### config.mk
export PLATFORM = sky130hd
export DESIGN_NAME = dram_refresh_ctrl
export DESIGN_NICKNAME = d
export VERILOG_FILES = /design/src/rtl/drfc_pkg.sv /design/src/rtl/drfc_sync_edge.sv /design/src/rtl/drfc_row_ctr.sv /design/src/rtl/dram_refresh_ctrl.sv
export SDC_FILE = /design/constraint.sdc
export NUM_CORES = 1
export LEC_CHECK = 0
export BUFFER_PORTS_ARGS = -buffer_cell sky130_fd_sc_hd__buf_2
export CAP_MARGIN = 20
export CORE_MARGIN = 2
export CORE_UTILIZATION = 45
export CTS_CLUSTER_SIZE = 14
export DETAILED_ROUTE_END_ITERATION = 10
export PLACE_DENSITY = 0.75
export SYNTH_ARGS = -nofsm -noshare
export SYNTH_HDL_FRONTEND = slang
export SYNTH_HIERARCHICAL = 1
export SYNTH_SLANG_ARGS = --single-unit
export TNS_END_PERCENT = 50
### constraint.sdc
create_clock -name clk -period 2.95 [get_ports clk]
set_input_delay 0 -clock clk [delete_from_list [all_inputs] [get_ports clk]]
set_output_delay 0 -clock clk [all_outputs]
set_load 0.1 [all_outputs]
### src/rtl/drfc_pkg.sv
package drfc_pkg;
  typedef enum logic [2:0] {
    ST_IDLE = 3'd0,
    ST_EXT  = 3'd1,
    ST_WAIT = 3'd2,
    ST_LOW  = 3'd3,
    ST_DONE = 3'd4
  } drfc_state_e;
endpackage

### src/rtl/drfc_sync_edge.sv
// Multi-stage synchroniser; exposes the settled level and the sample before it.
module drfc_sync_edge #(
  parameter int STAGES  = 2,
  parameter bit RST_VAL = 1'b0
) (
  input  logic clk,
  input  logic rst_n,
  input  logic d_i,
  output logic lvl_o,
  output logic prev_o
);
  logic [STAGES-1:0] sh_q, sh_d;
  logic              prev_q;

  always_comb begin
    sh_d = {sh_q[STAGES-2:0], d_i};
  end

  always_ff @(posedge clk or negedge rst_n) begin
    if (!rst_n) begin
      sh_q   <= {STAGES{RST_VAL}};
      prev_q <= RST_VAL;
    end else begin
      sh_q   <= sh_d;
      prev_q <= sh_q[STAGES-1];
    end
  end

  assign lvl_o  = sh_q[STAGES-1];
  assign prev_o = prev_q;
endmodule

### src/rtl/drfc_row_ctr.sv
// Refresh row counter: clear has priority over increment, wraps naturally.
module drfc_row_ctr #(
  parameter int W = 10
) (
  input  logic         clk,
  input  logic         rst_n,
  input  logic         clr_i,
  input  logic         inc_i,
  output logic [W-1:0] cnt_o
);
  logic [W-1:0] cnt_q, cnt_d;

  always_comb begin
    cnt_d = cnt_q;
    if (clr_i)      cnt_d = '0;
    else if (inc_i) cnt_d = cnt_q + {{(W-1){1'b0}}, 1'b1};
  end

  always_ff @(posedge clk or negedge rst_n) begin
    if (!rst_n) cnt_q <= '0;
    else        cnt_q <= cnt_d;
  end

  assign cnt_o = cnt_q;
endmodule

### src/rtl/dram_refresh_ctrl.sv
module dram_refresh_ctrl
  import drfc_pkg::*;
#(
  parameter int AW            = 10,
  parameter int NB            = 4,
  parameter int SYNC_STAGES   = 2,
  parameter int FALLS_TO_LOW  = 2,
  parameter int FALLS_LOW     = 2
) (
  input  logic                  clk,
  input  logic                  rst_n,
  input  logic                  rfck_i,
  input  logic                  rgck_i,
  input  logic                  rasin_n_i,
  input  logic [$clog2(NB)-1:0] bank_sel_i,
  input  logic                  rfsh_n_i,
  input  logic                  req_line_i,
  input  logic [AW-1:0]         row_addr_i,
  output logic                  req_oe_o,
  output logic [NB-1:0]         ras_n_o,
  output logic [AW-1:0]         addr_o
);
  localparam int BSW   = $clog2(NB);
  localparam int ECMAX = (FALLS_TO_LOW > FALLS_LOW) ? FALLS_TO_LOW : FALLS_LOW;
  localparam int ECW   = $clog2(ECMAX + 1);
  localparam logic [ECW-1:0] LAST_WAIT = ECW'(FALLS_TO_LOW - 1);
  localparam logic [ECW-1:0] LAST_LOW  = ECW'(FALLS_LOW - 1);
  localparam int HOLD  = SYNC_STAGES + 2;
  localparam int NSYNC = 3;            // 0: window clock, 1: strobe clock, 2: request line
  localparam logic [NSYNC-1:0] SRST = 3'b100;

  // ---------------- synchronisers ----------------
  logic [NSYNC-1:0] s_in, s_lvl, s_prev;
  assign s_in = {req_line_i, rgck_i, rfck_i};

  for (genvar gi = 0; gi < NSYNC; gi++) begin : g_sync
    drfc_sync_edge #(.STAGES(SYNC_STAGES), .RST_VAL(SRST[gi])) u_sync (
      .clk    (clk),
      .rst_n  (rst_n),
      .d_i    (s_in[gi]),
      .lvl_o  (s_lvl[gi]),
      .prev_o (s_prev[gi])
    );
  end

  logic rfck_lvl, rfck_rise, rfck_fall, gen_fall, line_low;
  assign rfck_lvl  = s_lvl[0];
  assign rfck_rise = s_lvl[0] & ~s_prev[0];
  assign rfck_fall = ~s_lvl[0] & s_prev[0];
  assign gen_fall  = ~s_lvl[1] & s_prev[1];
  assign line_low  = ~s_lvl[2] & ~s_prev[2];

  // ---------------- state ----------------
  drfc_state_e      st_q, st_d;
  logic [ECW-1:0]   ecnt_q, ecnt_d;
  logic             done_q, done_d;
  logic             req_q, req_d;
  logic             rasin_q;
  logic [HOLD-1:0]  oeh_q, oeh_d;
  logic             ref_done, enter_low, cnt_clr;
  logic [AW-1:0]    cnt_q;
  logic             rasin_rise;

  assign rasin_rise = ~rasin_q & rasin_n_i;

  always_comb begin
    st_d      = st_q;
    ecnt_d    = ecnt_q;
    ref_done  = 1'b0;
    enter_low = 1'b0;
    case (st_q)
      ST_IDLE: if (!rfsh_n_i) begin
        st_d   = rfck_lvl ? ST_EXT : ST_WAIT;
        ecnt_d = '0;
      end
      ST_EXT: begin
        if (rfsh_n_i)        st_d = ST_IDLE;
        else if (rasin_rise) ref_done = 1'b1;
      end
      ST_WAIT: begin
        if (rfsh_n_i) st_d = ST_IDLE;
        else if (gen_fall) begin
          if (ecnt_q == LAST_WAIT) begin
            st_d      = ST_LOW;
            ecnt_d    = '0;
            enter_low = 1'b1;
          end else begin
            ecnt_d = ecnt_q + 1'b1;
          end
        end
      end
      ST_LOW: begin
        if (rfsh_n_i) begin
          st_d     = ST_IDLE;
          ref_done = 1'b1;
        end else if (gen_fall) begin
          if (ecnt_q == LAST_LOW) begin
            st_d     = ST_DONE;
            ref_done = 1'b1;
          end else begin
            ecnt_d = ecnt_q + 1'b1;
          end
        end
      end
      ST_DONE: if (rfsh_n_i) st_d = ST_IDLE;
      default: st_d = ST_IDLE;
    endcase
  end

  // Window bookkeeping and request generation
  always_comb begin
    done_d = done_q;
    if (rfck_rise) done_d = 1'b0;
    if (ref_done)  done_d = 1'b1;
    req_d = req_q;
    if (rfck_fall && !done_q && !ref_done) req_d = 1'b1;
    if (ref_done || enter_low)             req_d = 1'b0;
    oeh_d   = {oeh_q[HOLD-2:0], req_q};
    cnt_clr = line_low & ~req_q & ~(|oeh_q);
  end

  always_ff @(posedge clk or negedge rst_n) begin
    if (!rst_n) begin
      st_q    <= ST_IDLE;
      ecnt_q  <= '0;
      done_q  <= 1'b0;
      req_q   <= 1'b0;
      rasin_q <= 1'b1;
      oeh_q   <= '0;
    end else begin
      st_q    <= st_d;
      ecnt_q  <= ecnt_d;
      done_q  <= done_d;
      req_q   <= req_d;
      rasin_q <= rasin_n_i;
      oeh_q   <= oeh_d;
    end
  end

  drfc_row_ctr #(.W(AW)) u_ctr (
    .clk   (clk),
    .rst_n (rst_n),
    .clr_i (cnt_clr),
    .inc_i (ref_done),
    .cnt_o (cnt_q)
  );

  // ---------------- outputs ----------------
  always_comb begin
    ras_n_o = {NB{1'b1}};
    if (rst_n) begin
      case (st_q)
        ST_IDLE: for (int b = 0; b < NB; b++)
                   ras_n_o[b] = (bank_sel_i == BSW'(b)) ? rasin_n_i : 1'b1;
        ST_EXT:  ras_n_o = {NB{rasin_n_i}};
        ST_LOW:  ras_n_o = '0;
        default: ras_n_o = {NB{1'b1}};
      endcase
    end
  end

  assign addr_o   = (st_q == ST_IDLE) ? row_addr_i : cnt_q;
  assign req_oe_o = req_q;
endmodule

* Yosys cells after proc, flatten, opt, wreduce, memory -nomap -nowiden
Index checks and enable logic that the tools add are counted.
** Word-level totals
- RAM bits :: 0
- Latch bits :: 0
- Register bits :: 31
- Bits in read-only memories :: 0
- Word-level logic and storage cells :: 103
- Memories :: 0
** Cells by class
- Add/sub/neg operators :: 2
- Shift operators :: 0
- Reductions and logical operators :: 15
- Eq/ne operators :: 19
- Bitwise gates (word level) :: 15
- Div/mod/pow operators :: 0
- Magnitude comparators :: 0
- Multiplexer cells :: 39
- Multipliers :: 0
** Operators by type and width (count)
- two-way mux 10 bit :: 3
- two-way mux 3 bit :: 8
- two-way mux 2 bit :: 8
- two-way mux 1 bit :: 15
- != test 2 bit (second input constant) :: 6
- != test 3 bit (second input constant) :: 4
- case mux 3 bit (4 select lines) :: 1
- case mux 4 bit (3 select lines) :: 1
- adder 10 x 1 -> 10 bit (second input constant) :: 1
- inverter 1 bit :: 8
- bitwise AND 1 bit :: 7
- AND reduction 7 bit :: 1
- equality test 3 x 2 -> 1 bit (second input constant) :: 2
- case mux 2 bit (3 select lines) :: 1
- AND reduction 6 bit :: 1
- nonzero test 2 bit :: 3
- equality test 2 x 1 -> 1 bit (second input constant) :: 2
- equality test 2 bit (second input constant) :: 2
- two-way mux 4 bit :: 1
- OR reduction 4 bit :: 1
- equality test 3 x 1 -> 1 bit (second input constant) :: 1
- equality test 3 bit (second input constant) :: 1
- zero test 3 bit :: 1
- nonzero test 3 bit :: 1
- 8 further kinds :: 10

* Logic depth before layout (Yosys ltp)
Gate-level depths: netlist of the first run.
- Depth in word-level cells :: 9
- Mapped depth :: 9
- Depth with buffers taken out :: 8

* By module
The synthesis of the first run kept the hierarchy.
** Modules (own cells, without submodules)
- dram_refresh_ctrl :: sequential area each 301.5 sq um, area each 828.3 sq um, instances 1, cells each 105
- drfc_row_ctr :: sequential area each 250.2 sq um, area each 495.5 sq um, instances 1, cells each 47
- drfc_sync_edge at g_sync[0].u_sync ... :: sequential area each 75.1 sq um, area each 75.1 sq um, instances 2, cells each 3
- drfc_sync_edge at g_sync[2].u_sync :: sequential area each 78.8 sq um, area each 78.8 sq um, instances 1, cells each 3

* Least setup slack after synthesis of the first run
Ideal clock, no wire load.
- Kind :: register -> output
- From :: register st_q[2]
- To :: output ras_n_o[0]
- Data arrival time :: 2987 ps
- Path slack :: -37 ps
- Cell stages (with the launch flop) :: 3
- Path buffers :: 0
- Cells stage by stage :: dfrtp_1 > or3_4 > o21ai_0
** On the way
- Longest elaborated chain between the ends :: 3
** Ends and longest elaborated chain
- start: declaration :: RTL line dram_refresh_ctrl.sv:54 : drfc_state_e st_q, st_d;
- start signal: assignment :: RTL line dram_refresh_ctrl.sv:131 : st_q <= st_d;
- equality test 3 x 2 -> 1 bit (tied with other cells) :: RTL line dram_refresh_ctrl.sv:152 : case (st_q)
- case mux 4 bit (3 select lines) * :: RTL line dram_refresh_ctrl.sv:152
- two-way mux 4 bit * :: RTL line dram_refresh_ctrl.sv:151 : if (rst_n) begin
- end: declaration :: RTL line dram_refresh_ctrl.sv:20 : output logic [NB-1:0] ras_n_o,
Every way passes the cells marked *; elsewhere a longest branch is shown, timed or not.

* Worst setup path after layout of the first run
- From :: register st_q[1]
- To :: register u_ctr.cnt_q[8], in the netlist u_ctr/cnt_o[8]
** On the way
- Longest elaborated chain between the ends :: 3
** Ends and longest elaborated chain
- equality test 3 x 2 -> 1 bit or equality test 3 x 1 -> 1 bit (tied branches) :: RTL line dram_refresh_ctrl.sv:71 : case (st_q)
- case mux 1 bit (2 select lines) * :: RTL line dram_refresh_ctrl.sv:71
- nonzero test 2 bit (no line) *
- end signal: assignment :: RTL line drfc_row_ctr.sv:21 : else cnt_q <= cnt_d;
- end: declaration :: RTL line drfc_row_ctr.sv:11 : logic [W-1:0] cnt_q, cnt_d;
Marked as above.
A chain may end at the register's enable or synchronous reset.

==> impl_metrics.toml, run 1 <==
[outcome]
outcome = "complete, no violations"

[clock_tree]
cts-root-buf = "clkbuf_4"
cts_max_path_buffers = 2
hold_buffers = 6
cts-buffers-inserted = 5
htree_levels = 2
clkTransAtPathRegs_ns = 0.09
clock_latency_ns = 0.33
postCtsResizedCells = 0
cts.sinks = 31
cts_tree = "yes"
cts_setup_buffers = 0

[timing]
setup-violations-final = 0
rsz0062_at_grt = "false"
fmax_mhz = 420
period_needed_ns = 2.38
relSlewSlack = 0.680
finalHoldViolations = 0
worstMarginPinSlew_ns = 0.475
drv_slew = 0
period_share = 0.806
final.setup_skew_ns = 0.00913

[setup_path]
slowest_delay_ns = 0.54
crit_arrival_ns = 2.64
path_class = "reg2reg"
crit_path_start_kind = "register"
critPathSlowestCell = "dfrtp_1"
end_kind = "register"
crit_chain = "nand3b_1 > or3_1 > nand2_1 > o2111ai_4 > or4_1 > a21oi_1"
r2r_setup_slack_ns = 0.57
path_max_fanout = 14
cp.required_ns = 3.21

[logic_synthesis]
synth-edff-count = 0
synth.cell_area_sq_um = 1550
synth.avg_cell_area_sq_um = 9.64
ys.flop_type = "dfrtp_1"
synth_nets = 183
synth.distinct_cells = 41
yosys_warnings = 6
syn_inst = 161
seq_area_frac_synth = 0.503
synth_async_sr_flop_share = 1.00
ys_seq_elements = 31

[drt]
routed_wl_microns = 2970
vias = 1262
drt_iter0_drc = 40
first_pass_iters = 4
via_per_inst = 5.03
wire_per_inst_microns = 11.8
antenna_left = 0
drc = 0

[finish]
final_cell_mix = "38 x nand2_1, 33 x buf_2, 27 x dfrtp_1, 11 x nor2_1, 10 x o21ai_0"
fin_cells = 251
finalNetCount = 226
synthToLayoutAreaGrowth_pct = 21.9
final_common_cell = "nand2_1"
antenna-diode-count = 0
fillerInstances = 312
drive_gt1_frac = 0.263
fin_util = 0.567

[placed_design]
gp_congestion = 0.774
placed_cells = 237
io_buffers = 33
hpwl_microns = 2020

[hold_path]
hp-class = "in2async"

[global_route]
track_usage = 0.175
grt_pass1_vias = 1139
grt_max_degree = 33
overflow = 0
grt_pass1_wl_microns = 5370
antenna_found_initial = 0

[pwr]
p_leak_uw = 0.000866
vdd_drop_max_mv = 0.417
p_per_area_nw_per_um2 = 727

[floorplan]
die_h_microns = 62.7
start_util = 0.465
ioPinCount = 34
core_area_sq_um = 3340
row_count = 21
die_area_sq_um = 3940
dieWidth_microns = 62.7

[job]
cap_violations = 0
path summary, 6_finish.rpt:
check / from / cells past startpoint / to
max in group asynchronous: rst_n / 3 / g_sync[2].u_sync/prev_o
max: st_q[1] / 6 / u_ctr/cnt_o[8]
max reg2reg: st_q[1] / 6 / u_ctr/cnt_o[8]
min reg2reg: g_sync[1].u_sync/sh_q[0] / 0 / g_sync[1].u_sync/sh_q[1]
min: rst_n / 3 / ecnt_q[0]
min in group clk: rfck_i / 2 / g_sync[0].u_sync/sh_q[0]
layout make-up:
type,count,area [sq um],share of cell area
multi-input combinational,122,734,0.388
timing repair buffer,41,240,0.127
tap,46,57.6,0.0304
clock buffer,8,68.8,0.0364
inverter,3,11.3,0.00595
sequential,31,781,0.412
registers in the layout (all words and copies together) (netlist names):
register / flops
rasin_q: 1
done_q: 1
ecnt_q: 2
g_sync.u_sync/prev_o: 3
st_q: 3
oeh_q: 4
u_ctr/cnt_o: 10
req_oe_o: 1
g_sync.u_sync/sh_q: 6
synth_stat cells (4+ instances only):
library cell	number	area (sq um)
a21oi_1	8	40.0
dfrtp_1	27	676
dfstp_2	4	105
nand2_1	38	143
nand4_1	4	25.0
nor2_1	11	41.3
o211ai_1	4	30.0
o21ai_0	10	50.1
or4_1	4	30.0
metal layers:
layer | routed length (microns) | GRT usage | vias up
li1 | - | - | 653
met2 | 1260 | 0.231 | 29
met4 | 60 | 0.0833 | 0
met5 | 0 | 0 | -
met3 | 156 | 0.0486 | 8
met1 | 1490 | 0.261 | 572
cells by family (layout without fill, tap and decap cells):
| family | after synthesis | after routing | share of synthesized area |
|---|---|---|---|
| AND/OR/NAND/NOR | 82 | 82 | 0.276 |
| AO/OA/AOI/OAI | 31 | 31 | 0.134 |
| flip-flops | 31 | 31 | 0.503 |
| buffers and inverters | 8 | 52 | 0.0282 |
| XOR/XNOR | 4 | 4 | 0.0226 |
| adder cells (fa/ha/maj) | 3 | 3 | 0.0242 |
| multiplexers | 2 | 2 | 0.0129 |
report_power, final:
part	leakage [uW]	internal [uW]	total, uW	switching [uW]
sequential	0.000379	492	577	84.7
clock	0.0000386	140	277	137
combinational	0.000448	117	523	406
through the flow:
stage / instance area (sq um) / total power (uW) / setup TNS (ns) / setup WS (ns) / hold WS (ns)
2_1_floorplan: 1550 / 1000 / -0.150 / -0.0374 / -0.296
3_3_place_gp: 1760 / 1100 / 0 / 0.662 / 0.0438
3_5_place_dp: 1760 / 1100 / 0 / 0.598 / 0.0364
4_1_cts: 1890 / 1390 / 0 / 0.574 / 0.201
5_1_grt: 1890 / 1460 / 0 / 0.365 / 0.249
6_report: 1890 / 1380 / 0 / 0.571 / 0.204
critical path, delay by kind of cell, from the launching register on:
kind            cells  cell delay (ns)
flops               1             0.54
compound gates      2             0.37
simple gates        4             1.41
No activity file was read; power rests on OpenSTA's default activity.
==> inputs of run 2 (changes only) <==
Settings changed: ABC_AREA set to 1.
Clock period 2.95 ns to 2.4 ns, I/O delays scaled along.
==> run 2 against run 1 <==
Net effect:
- count of clock-buffer cells in the layout down 1
- critical endpoint is now ras_n_o[3]
- area after synthesis up 3.7%
- final area up 2.5%
- synthesized cell count up 31%
- critical path type is now reg2out
- via count up 9.9%
- clock power up 14%
- sequential cell count unchanged
- power up 85%
- sequential power up 29%
- clock skew down 0.00074 ns
- register-to-register slack better by 0.05 ns
==> impl_metrics.toml, run 2 <==
[outcome]
outcome = "complete, no violations"

[finish]
largest_reg_flops = 10
multi_input_area_sq_um = 724
fin_cells = 302
drive_gt1_frac = 0.246
finalNetCount = 277
final_cell_mix = "78 x nand2_1, 33 x buf_2, 27 x dfrtp_1, 21 x nor2_1, 17 x inv_1"
final_common_cell = "nand2_1"
seq_area_sq_um = 781
synthToLayoutAreaGrowth_pct = 20.5
antenna-diode-count = 0
fillerInstances = 322

[global_route]
grt_pass1_wl_microns = 5240
grt_pass1_vias = 1229
grt_max_degree = 32
overflow = 0
track_usage = 0.166
antenna_found_initial = 0

[placed_design]
gp_congestion = 0.853
placed_cells = 289
hpwl_microns = 2220
io_buffers = 33

[setup_path]
path_max_fanout = 16
cp.required_ns = 2.40
crit_arrival_ns = 2.12
timing.critical_path.mode_cell = "nand2_1"
path_class = "reg2out"
slowest_delay_ns = 0.50
crit_chain = "nor2_2 > nand2_1 > inv_2 > o21ai_0 > nand2_1 > buf_2"
r2r-end = "u_ctr/cnt_o[6]"
crit_path_start_kind = "register"
rr_worst_depth = 11
end_kind = "primary output"
critPathSlowestCell = "dfrtp_1"
r2r_setup_slack_ns = 0.62
timing.rr.start = "ecnt_q[1]"

[logic_synthesis]
synth.distinct_cells = 26
yosys_warnings = 6
synth.most_common_cell = "nand2_1"
seq_area_frac_synth = 0.485
synth_async_sr_flop_share = 1.00
ys_seq_elements = 31
ys.flop_type = "dfrtp_1"
synth.avg_cell_area_sq_um = 7.63
synth_nets = 233
synth.cell_area_sq_um = 1610
synth-edff-count = 0
ys_top_cells_by_area = "dfrtp_1 42%, nand2_1 18%, dfstp_2 6.5%, nor2_1 4.9%, nand3_1 4.4%"
yosys-top-cells-count = "78 x nand2_1, 27 x dfrtp_1, 21 x nor2_1"
syn_inst = 211
yosysTopAreaCell = "dfrtp_1"
yosysTopAreaCellShare = 0.420

[timing]
relSlewSlack = 0.678
period_share = 0.883
setup-violations-final = 0
rsz0062_at_grt = "false"
worstMarginPinSlew_ns = 0.487
drv_slew = 0
tns_ns = 0
finalHoldViolations = 0
period_needed_ns = 2.12
final.setup_skew_ns = 0.00839
fmax_mhz = 472

[clock_tree]
cts-buffers-inserted = 5
cts.sinks = 31
clock_latency_ns = 0.32
cts-root-buf = "clkbuf_4"
cts_max_path_buffers = 2
cts_tree = "yes"
clkTransAtPathRegs_ns = 0.09
htree_levels = 2

[floorplan]
start_util = 0.475
die_h_microns = 63.8
dieWidth_microns = 63.8
row_count = 21
ioPinCount = 34
core_area_sq_um = 3390
die_area_sq_um = 4070

[pwr]
vdd_drop_max_mv = 0.477
p_per_area_nw_per_um2 = 1310
p_leak_uw = 0.00101

[hold_path]
hold_depth = 4
hp-class = "in2reg"
holdCritStartpoint = "rfsh_n_i"
hold_end = "st_q[2]"

[drt]
wire_per_inst_microns = 9.90
via_per_inst = 4.59
antenna_left = 0
vias = 1387
first_pass_iters = 4
routed_wl_microns = 2990
drt_iter0_drc = 54
drc = 0

[job]
cap_violations = 0
run 2: cell types whose count changed after synthesis, sizes merged, moves of 4 or more:
cell / delta
or4: -4
or3: -4
o21ai: +6
nor2: +15
nand2: +42
nand3: +13
inv: +18
run 2: final cells by class:
cell class,count,share of cell area
Inverter,23,0.0451
Multi-Input combinational cell,154,0.373
Clock inverter,1,0.00258
Sequential cell,31,0.402
Timing Repair Buffer,40,0.119
Clock buffer,7,0.0284
Tap cell,46,0.0297
run 2: critical path, delay by kind of cell (launching register included):
kind	cells	cell delay [ns]
buffers and inverters	2	0.69
AND/OR/NAND/NOR	3	0.47
flip-flops	1	0.50
AO/OA/AOI/OAI	1	0.13
run 2: worst max-delay path by stage:
stage               cells after the start        endpoint     start
finish                                  6      ras_n_o[3]   st_q[0]
global placement                        6      ras_n_o[3]   st_q[0]
floorplan                               6  u_ctr/cnt_o[7]  req_oe_o
global route                            6      ras_n_o[3]   st_q[0]
CTS                                     6      ras_n_o[3]   st_q[0]
detailed placement                      6      ras_n_o[3]   st_q[0]
run 2: metal layers:
| metal | wire [microns] | global-route usage | vias up | share of wire |
|---|---|---|---|---|
| li1 | - | - | 754 | - |
| met1 | 1520 | 0.228 | 595 | 0.51 |
| met2 | 1290 | 0.242 | 31 | 0.43 |
| met3 | 130 | 0.0405 | 7 | 0.043 |
| met4 | 52 | 0.0842 | 0 | 0.017 |
| met5 | 0 | 0 | - | 0 |
run 2: through the flow:
stage | total power, uW | hold slack [ns] | utilization | setup WS, ns | cell area, sq um
6_report | 2540 | 0.0234 | 0.573 | 0.280 | 1940
5_1_grt | 2720 | 0.0184 | 0.573 | 0.0137 | 1940
4_1_cts | 2560 | 0.00641 | 0.573 | 0.247 | 1940
3_5_place_dp | 2240 | 0.0825 | 0.540 | 0.612 | 1830
3_3_place_gp | 2230 | 0.0855 | 0.540 | 0.638 | 1830
2_1_floorplan | 2040 | -0.296 | - | 0.235 | 1610
run 2: cells by family after synthesis:
logic type	share of synthesized area
compound gates	0.0738
fa+ha+maj	0.0233
buf+inv	0.0653
simple gates	0.353
flops	0.485
run 2: timing repair:
action | in CTS | in global routing
resized for setup | 0 | 0
hold endpoints to repair | 31 | 0
hold buffers | 5 | 0
buffers inserted | 0 | 0
run 2: report_power, final:
part | internal (uW) | switching, uW
logic | 268 | 1210
registers | 635 | 109
clock network | 142 | 175
total | 1040 | 1500
==> inputs of run 3 (changes only) <==
Settings changed: CELL_PAD_IN_SITES_DETAIL_PLACEMENT set to 0, CELL_PAD_IN_SITES_GLOBAL_PLACEMENT set to 2, CORE_UTILIZATION 45 to 30, PLACE_DENSITY 0.75 to 0.85, SLEW_MARGIN set to 20.
==> run 3 against run 2 <==
Net effect:
- sequential cell count is the same
- sequential power about the same
- die area up 47%
- combinational power about the same
- power up 3.9%
- setup slack worse by 0.012 ns
- critical path depth unchanged
- global-route usage shrank 3.3 points
- wire length is 14% higher
- count of clock-buffer cells in the layout is 1 lower
- largest power group unchanged
==> impl_metrics.toml, run 3 (synthesis gave the netlist of run 2 again) <==
[global_route]
grt_pass1_vias = 1490
grt_pass1_wl_microns = 6440
track_usage = 0.133
antenna_found_initial = 0
grt_max_degree = 32
overflow = 0

[outcome]
outcome = "complete, no violations"

[timing]
period_needed_ns = 2.13
rsz0062_at_grt = "false"
setup-violations-final = 0
tns_ns = 0
period_share = 0.888
drv_slew = 0
hold_slack_ns = 0.0757
fmax_mhz = 469
finalHoldViolations = 0
final.setup_skew_ns = 0.00450
worstMarginPinSlew_ns = 0.490
relSlewSlack = 0.675

[pwr]
p_total_uw = 2640
p_leak_uw = 0.00101
vdd_drop_max_mv = 0.701
p_per_area_nw_per_um2 = 1320
switching_share = 0.580
p_comb_frac = 0.568
p_sw_uw = 1530
p_clk_frac = 0.149
p_int_uw = 1110
seqPwrFrac = 0.283

[setup_path]
crit_arrival_ns = 2.13
path_class = "reg2out"
crit_path_start_kind = "register"
path_max_fanout = 16
cp.required_ns = 2.40
r2r_setup_slack_ns = 0.58
end_kind = "primary output"

[drt]
vias = 1426
drc = 0
routed_wl_microns = 3400
drt_iter0_drc = 57
via_per_inst = 4.37
wire_per_inst_microns = 10.4
first_pass_iters = 4
antenna_left = 0

[clock_tree]
cts_tree = "yes"
cts-root-buf = "clkbuf_8"
cts_setup_buffers = 0
htree_levels = 2
cts_max_path_buffers = 2
cts-buffers-inserted = 5
cts.sinks = 31
clock_latency_ns = 0.28
clkTransAtPathRegs_ns = 0.07

[finish]
finalNetCount = 277
drive_gt1_frac = 0.246
antenna-diode-count = 0
final_common_cell = "nand2_1"
synthToLayoutAreaGrowth_pct = 24.1
largest_reg_flops = 10
finalInstanceArea_sq_um = 2000
final_cell_mix = "78 x nand2_1, 32 x buf_2, 27 x dfrtp_1, 21 x nor2_1, 17 x inv_1"

[placed_design]
gp_congestion = 0.775
hpwl_microns = 2550
io_buffers = 33
post_dp_cell_area_sq_um = 1860

[floorplan]
core_area_sq_um = 5140
row_count = 26
dieWidth_microns = 77.3
ioPinCount = 34
die_h_microns = 77.3
die_area_sq_um = 5970
start_util = 0.313

[job]
cap_violations = 0

[hold_path]
hp-class = "in2reg"
run 3: changes by cell type in the layout (fill, tap and decap cells not counted):
cell / before / now
clkinvlp_4: 0 / 1
buf_2: 33 / 32
clkbuf_4: 5 / 1
clkbuf_8: 1 / 5
run 3: path summary, 6_finish.rpt:
check,start,endpoint,cells after the start
max,st_q[0],ras_n_o[3],6
min,rfsh_n_i,st_q[2],4
max reg2reg,ecnt_q[1],u_ctr/cnt_o[9],11
min reg2reg,g_sync[0].u_sync/sh_q[0],g_sync[0].u_sync/sh_q[1],0
max in group asynchronous,rst_n,rasin_q,3
min in group asynchronous,rst_n,g_sync[1].u_sync/sh_q[0],3
run 3: layout make-up:
| cell class | instances | area [sq um] |
|---|---|---|
| fill | 556 | 3140 |
| sequential | 31 | 781 |
| multi-input combinational | 154 | 724 |
| timing repair buffer | 40 | 233 |
| inverter | 23 | 87.6 |
| tap | 70 | 87.6 |
| clock buffer | 6 | 72.6 |
| clock inverter | 2 | 12.5 |
run 3: layer usage:
layer  global-route usage  part of all wire
met1                0.180              0.51
met4               0.0500             0.016
met2                0.201              0.41
met5                    0                 0
met3               0.0376             0.055
run 3: power by group through the flow:
stage / registers [uW] / logic [uW] / clock network, uW
3_5_place_dp: 759 / 1500 / 0
3_3_place_gp: 758 / 1500 / 0
5_1_grt: 771 / 1630 / 441
6_report: 747 / 1500 / 393
4_1_cts: 749 / 1510 / 412
2_1_floorplan: 762 / 1280 / 0
run 3: what timing repair did:
action | in CTS | in global routing
resized for setup | 0 | 1
hold endpoints to repair | 31 | 0
endpoints found under the setup margin | 0 | 1
hold buffers | 5 | 0
run 3: worst max-delay path: stages (launching register included):
cell and delay, ns:
dfrtp_1 0.51, nor2_2 0.18, nand2_1 0.24, inv_2 0.29
o21ai_0 0.13, nand2_1 0.08, buf_2 0.42
run 3: through the flow:
stage          cells  setup WS, ns  utilization
2_1_floorplan    211         0.235            -
3_3_place_gp     313         0.580        0.362
3_5_place_dp     313         0.548        0.362
4_1_cts          326         0.235        0.388
5_1_grt          326       0.00218        0.389
6_report         326         0.268        0.389
